--- src/rtl/vmode_pkg.sv ---
package vmode_pkg;

    typedef enum logic [1:0] {
        WID_32  = 2'b00,
        WID_64  = 2'b01,
        WID_128 = 2'b10,
        WID_256 = 2'b11
    } width_code_e;

    typedef enum logic [1:0] {
        LN_BYTE = 2'b00,
        LN_HALF = 2'b01,
        LN_FULL = 2'b10,
        LN_RSVD = 2'b11
    } lane_code_e;

    // The reserved lane code behaves as the widest lane.
    function automatic logic [1:0] lane_fix(input logic [1:0] code);
        return (code == LN_RSVD) ? LN_FULL : code;
    endfunction

endpackage

--- src/rtl/vmode_word.sv ---
module vmode_word #(
    parameter int CNT_W  = 3,
    parameter int DATA_W = 32
) (
    input  logic [CNT_W-1:0]  cur_count,
    input  logic [1:0]        cur_width,
    input  logic [1:0]        cur_lane,
    input  logic              cur_pred,
    output logic [DATA_W-1:0] rd_word,
    input  logic [DATA_W-1:0] wr_word,
    output logic [CNT_W-1:0]  wr_count,
    output logic [1:0]        wr_width,
    output logic [1:0]        wr_lane,
    output logic              wr_pred
);
    import vmode_pkg::*;

    localparam int WID_LSB  = CNT_W;
    localparam int LANE_LSB = CNT_W + 2;
    localparam int PRED_BIT = CNT_W + 4;
    localparam int FIELD_W  = CNT_W + 5;

    always_comb begin
        rd_word = '0;
        rd_word[FIELD_W-1:0] = {cur_pred, cur_lane, cur_width, cur_count};
    end

    always_comb begin
        wr_count = wr_word[CNT_W-1:0];
        wr_width = wr_word[WID_LSB +: 2];
        wr_lane  = lane_fix(wr_word[LANE_LSB +: 2]);
        wr_pred  = wr_word[PRED_BIT];
    end

endmodule

--- src/rtl/vmode_lane_gate.sv ---
module vmode_lane_gate #(
    parameter int MASK_W = 32
) (
    input  logic              active,
    input  logic [1:0]        width,
    input  logic [1:0]        lane,
    input  logic              pred,
    input  logic [MASK_W-1:0] mask,
    output logic [MASK_W-1:0] lane_en
);
    localparam int LC_W = $clog2(MASK_W) + 1;

    logic [2:0]      shift;
    logic [LC_W-1:0] n_lanes;

    always_comb begin
        shift   = 3'(width) + 3'd2 - 3'(lane);
        n_lanes = LC_W'(1) << shift;
    end

    for (genvar i = 0; i < MASK_W; i++) begin : g_lane
        localparam logic [LC_W-1:0] IDX = LC_W'(i);
        assign lane_en[i] = active & (IDX < n_lanes) & (~pred | mask[i]);
    end

endmodule

--- src/rtl/vmode_seq.sv ---
module vmode_seq #(
    parameter int CNT_W  = 3,
    parameter int MASK_W = 32,
    parameter int DATA_W = 32
) (
    input  logic              clk,
    input  logic              rst_n,
    input  logic              enter_valid,
    input  logic [1:0]        enter_width,
    input  logic [1:0]        enter_lane,
    input  logic              enter_pred,
    input  logic [CNT_W-1:0]  enter_count,
    input  logic [MASK_W-1:0] enter_mask,
    input  logic              retire,
    input  logic              irq_take,
    input  logic              restore,
    input  logic              state_wr,
    input  logic [DATA_W-1:0] state_wdata,
    input  logic              mask_wr,
    input  logic [MASK_W-1:0] mask_wdata,
    output logic              vec_active,
    output logic [1:0]        vec_width,
    output logic [1:0]        vec_lane,
    output logic              vec_pred,
    output logic [MASK_W-1:0] lane_en,
    output logic [DATA_W-1:0] state_rdata,
    output logic [MASK_W-1:0] mask_rdata
);
    import vmode_pkg::*;

    localparam logic [CNT_W-1:0] CNT_ONE = CNT_W'(1);

    typedef struct packed {
        logic              active;
        logic [1:0]        width;
        logic [1:0]        lane;
        logic              pred;
        logic [CNT_W-1:0]  count;
        logic [MASK_W-1:0] mask;
    } seq_state_t;

    seq_state_t state_d, state_q;

    logic [CNT_W-1:0] wr_count;
    logic [1:0]       wr_width;
    logic [1:0]       wr_lane;
    logic             wr_pred;

    vmode_word #(.CNT_W(CNT_W), .DATA_W(DATA_W)) u_word (
        .cur_count (state_q.count),
        .cur_width (state_q.width),
        .cur_lane  (state_q.lane),
        .cur_pred  (state_q.pred),
        .rd_word   (state_rdata),
        .wr_word   (state_wdata),
        .wr_count  (wr_count),
        .wr_width  (wr_width),
        .wr_lane   (wr_lane),
        .wr_pred   (wr_pred)
    );

    // Next state, highest priority first: interrupt, restore, writes, entry, retire.
    always_comb begin
        state_d = state_q;
        if (irq_take) begin
            if (state_q.active && retire) begin
                state_d.count = state_q.count - CNT_ONE;
            end
            state_d.active = 1'b0;
        end else if (restore) begin
            state_d.active = (state_q.count != '0);
        end else if (state_wr || mask_wr) begin
            if (state_wr) begin
                state_d.count  = wr_count;
                state_d.width  = wr_width;
                state_d.lane   = wr_lane;
                state_d.pred   = wr_pred;
                state_d.active = 1'b0;
            end
            if (mask_wr) begin
                state_d.mask = mask_wdata;
            end
        end else if (enter_valid) begin
            state_d.width  = enter_width;
            state_d.lane   = lane_fix(enter_lane);
            state_d.pred   = enter_pred;
            state_d.count  = enter_count;
            state_d.active = (enter_count != '0);
            if (enter_pred) begin
                state_d.mask = enter_mask;
            end
        end else if (retire && state_q.active) begin
            state_d.count  = state_q.count - CNT_ONE;
            state_d.active = (state_q.count != CNT_ONE);
        end
    end

    always_ff @(posedge clk or negedge rst_n) begin
        if (!rst_n) begin
            state_q <= '0;
        end else begin
            state_q <= state_d;
        end
    end

    vmode_lane_gate #(.MASK_W(MASK_W)) u_gate (
        .active  (state_q.active),
        .width   (state_q.width),
        .lane    (state_q.lane),
        .pred    (state_q.pred),
        .mask    (state_q.mask),
        .lane_en (lane_en)
    );

    assign vec_active = state_q.active;
    assign vec_width  = state_q.width;
    assign vec_lane   = state_q.lane;
    assign vec_pred   = state_q.pred;
    assign mask_rdata = state_q.mask;

endmodule

--- config.mk ---
export PLATFORM = sky130hd
export DESIGN_NAME = vmode_seq
export DESIGN_NICKNAME = d
export VERILOG_FILES = /design/src/rtl/vmode_pkg.sv /design/src/rtl/vmode_word.sv /design/src/rtl/vmode_lane_gate.sv /design/src/rtl/vmode_seq.sv
export SDC_FILE = /design/constraint.sdc
export NUM_CORES = 1
export LEC_CHECK = 0
export ABC_CLOCK_PERIOD_IN_PS = 2300
export BUFFER_PORTS_ARGS = -buffer_cell sky130_fd_sc_hd__clkbuf_2
export CORE_MARGIN = 2
export CORE_UTILIZATION = 41
export CTS_BUF_LIST = sky130_fd_sc_hd__clkbuf_16
export DETAILED_ROUTE_END_ITERATION = 7
export PLACE_DENSITY_LB_ADDON = 0.3
export SYNTH_ARGS = -nofsm -noshare
export SYNTH_HDL_FRONTEND = slang
export SYNTH_SLANG_ARGS = --single-unit
--- constraint.sdc ---
create_clock -name clk -period 2.3 [get_ports clk]
set_input_delay 0.23 -clock clk [delete_from_list [all_inputs] [get_ports clk]]
set_output_delay 0.23 -clock clk [all_outputs]
set_load 0.02 [all_outputs]
==> impl_metrics.py <==
metrics = {
    "place": {
        "post-place-ws_ns": -0.05670,
        "dp.cells": 558,
        "io_buffers": 165,
        "placed_area_um2": 3618,
        "dp_hpwl_um": 5626,
        "place.gp.congestion": 0.8123,
    },
    "timing": {
        "rsz0062_at_grt": "yes",
        "tightest_slew_ns": 1.013,
        "setup_viol": 10,
        "finalHoldViolations": 0,
        "skew_ns": 0.002213,
        "finalMaxSlewViolations": 0,
        "fin_crit_ns": 2.336,
        "fmax_mhz": 428.0,
        "worst_slack_ns": -0.03635,
        "min_period_over_period_pct": 101.6,
        "relSlewSlack_pct": 32.49,
    },
    "floorplanning": {
        "initial_core_util_pct": 41.82,
        "num_io_pins": 214,
        "die_height_um": 86.79,
        "dieArea_um2": 7533,
        "rows": 30,
        "die_x_um": 86.79,
        "coreArea_um2": 6719,
    },
    "detailed_routing": {
        "drt-total-wl_um": 7549,
        "wire_per_inst_um": 13.36,
        "drt_iter0_markers": 59,
        "vias": 2750,
        "drc_errors": 0,
        "detailedRoute.firstPassIterationCount": 4,
        "routed_via_density": 4.867,
        "detail-route-antenna-nets": 0,
    },
    "global_routing": {
        "grt.busiest_layer": "met2",
        "globalRouteTotalUtil_pct": 19.34,
        "met3_usage_pct": 2.381,
        "grt_antenna_before_repair": 0,
        "grt_pass1_vias": 2505,
        "grt_max_degree": 49,
        "met1_usage_pct": 23.16,
        "gr-total-overflow": 0,
        "grtUsageMet2_pct": 35.60,
        "grt_pass1_wl_um": 11520,
    },
    "finish": {
        "syn2layout_area_growth_pct": 41.94,
        "final_cell_mix": "clkbuf_2 (145), nand2_1 (41), dfrtp_1 (40), inv_1 (37), mux2i_1 (36)",
        "finalNetCount": 603,
        "final_cells": 565,
        "fin_area_um2": 3989,
        "final_util_pct": 59.37,
        "layout_commonest_cell": "clkbuf_2",
        "drive_gt1_share_pct": 44.12,
        "diodes": 0,
    },
    "clock_network": {
        "cts.sinks": 41,
        "cts_made_buffers": 5,
        "clock_path_buffers": 2,
        "path_clk_slew_ns": 0.06,
        "postCtsSetupBuffers": 0,
        "clk_latency_ns": 0.27,
        "cts_hold_buffers": 0,
        "htree_levels": 2,
        "cts_tree": "yes",
        "root_buffer": "clkbuf_16",
    },
    "yosys": {
        "seq_area_frac_synth_pct": 36.51,
        "synth_cell_types": 36,
        "netlist_area_um2": 2810,
        "ys_ff_latch": 41,
        "yosysTopAreaCell": "dfrtp_1",
        "synth_edf_count": 0,
        "synthFlopType": "dfrtp_1",
        "synth.area.top_cells": "dfrtp_1 (37%), mux2i_1 (13%), buf_4 (7.7%)",
        "syn-instance-count": 329,
        "async_flop_share_pct": 100.0,
        "ys_warn_count": 0,
        "synth_top_area_share_pct": 36.51,
        "syn_area_per_cell_um2": 8.542,
    },
    "pwr": {
        "power.total_uw": 2864,
        "ir_drop_uv": 320.3,
        "p_leak_uw": 0.002126,
        "powerDensity_nw_per_um2": 718.1,
    },
    "worst_setup_path": {
        "end_kind": "output pin",
        "crit_required_ns": 2.07,
        "cp-start-kind": "register",
        "critical_path_class": "reg2out",
        "critPathMaxFanout": 8,
        "crit_arrival_ns": 2.11,
    },
    "run_status": {
        "violations": "negative setup slack",
        "status": "complete, but fails checks",
    },
    "flow_run": {
        "maxCapViolCount": 0,
    },
    "hold_path": {
        "hp-class": "in2async",
    },
}
sequential cells by signal, indices dropped and copies added (netlist names):
name,count
state_q,3
vec_pred,1
vec_width,2
vec_active,1
vec_lane,2
mask_rdata,32
cell type report:
cell class,instances,area (um^2)
inverters,39,146.4
clock buffers,5,125.1
clock inverters,2,11.26
multi-input cells,224,1505
repair buffers,174,1074
flip-flops and latches,41,1027
well taps,80,100.1
fillers,608,2730
metal layers:
metal  vias to the layer above  wire, um  part of all wire, %
li1                       1349         -                    -
met1                      1280      3057                   40
met2                       113      4017                   53
met3                         8       387                  5.1
met4                         0        88                  1.2
met5                         -         0                    0
worst max-delay path, stage by stage (launching register included):
cell and delay, ns:
dfrtp_2 0.40, inv_2 0.07, ha_4 0.19, inv_2 0.06, ha_4 0.14, xor2_4 0.20
nand3b_4 0.11, or2_4 0.34, a21oi_2 0.15, clkbuf_8 0.16
where the power goes:
group          switching (uW)  total (uW)  internal, uW
combinational             751        1240           487
clock                     258         649           391
sequential                128         977           849
synthesized netlist by cell type (2+ instances only):
cell type  instances
a21oi_1           22
a21oi_2           10
a22o_1             3
a31oi_1            5
buf_2             11
buf_4             29
clkbuf_1           7
dfrtp_1           41
ha_1               6
inv_1             39
mux2i_1           36
nand2_1           41
nand3_1            2
nor2_1             4
nor2b_1            5
nor3_1             2
nor3b_1            3
o21a_1             3
o21ai_0           33
o21ai_1            8
o32ai_1            3
or2_2              2
repair_timing:
| action | CTS | global route |
|---|---|---|
| resized for setup | 50 | 13 |
| setup endpoints to repair | 23 | 32 |
| hold endpoints to repair | 0 | 0 |
| cloned | 1 | 0 |
| pin swaps | 5 | 4 |
cells by family after synthesis:
| group | Yosys count | synth area share, % |
|---|---|---|
| compound gates | 90 | 18.97 |
| xor+xnor | 1 | 0.5790 |
| fa+ha+maj | 6 | 2.671 |
| buf+inv | 88 | 16.96 |
| flops | 41 | 36.51 |
| mux | 36 | 12.82 |
| other cells | 1 | 0.1334 |
| simple gates | 66 | 11.35 |
final timing paths:
path                                     start        endpoint  slack [ns]  depth (start not counted)
worst max-delay path              vec_width[1]     lane_en[31]       -0.04                          9
worst min-delay path                     rst_n  mask_rdata[28]        0.12                          1
worst max register to register     state_q[32]     state_q[33]        0.99                          4
worst min register to register  mask_rdata[14]  mask_rdata[14]        0.50                          2
max in group asynchronous                rst_n    vec_width[1]        1.49                          1
min in group clk                      irq_take      vec_active        0.22                          2
metrics by stage:
step | hold slack, ns | setup TNS, ns
floorplan | -0.06559 | -0.5859
global placement | 0.4540 | -0.06115
detailed placement | 0.4655 | -0.1899
CTS | 0.1648 | -1.131
global route | 0.2108 | -1.904
finish | 0.1168 | -0.2049
(Power assumes the default switching activity.)
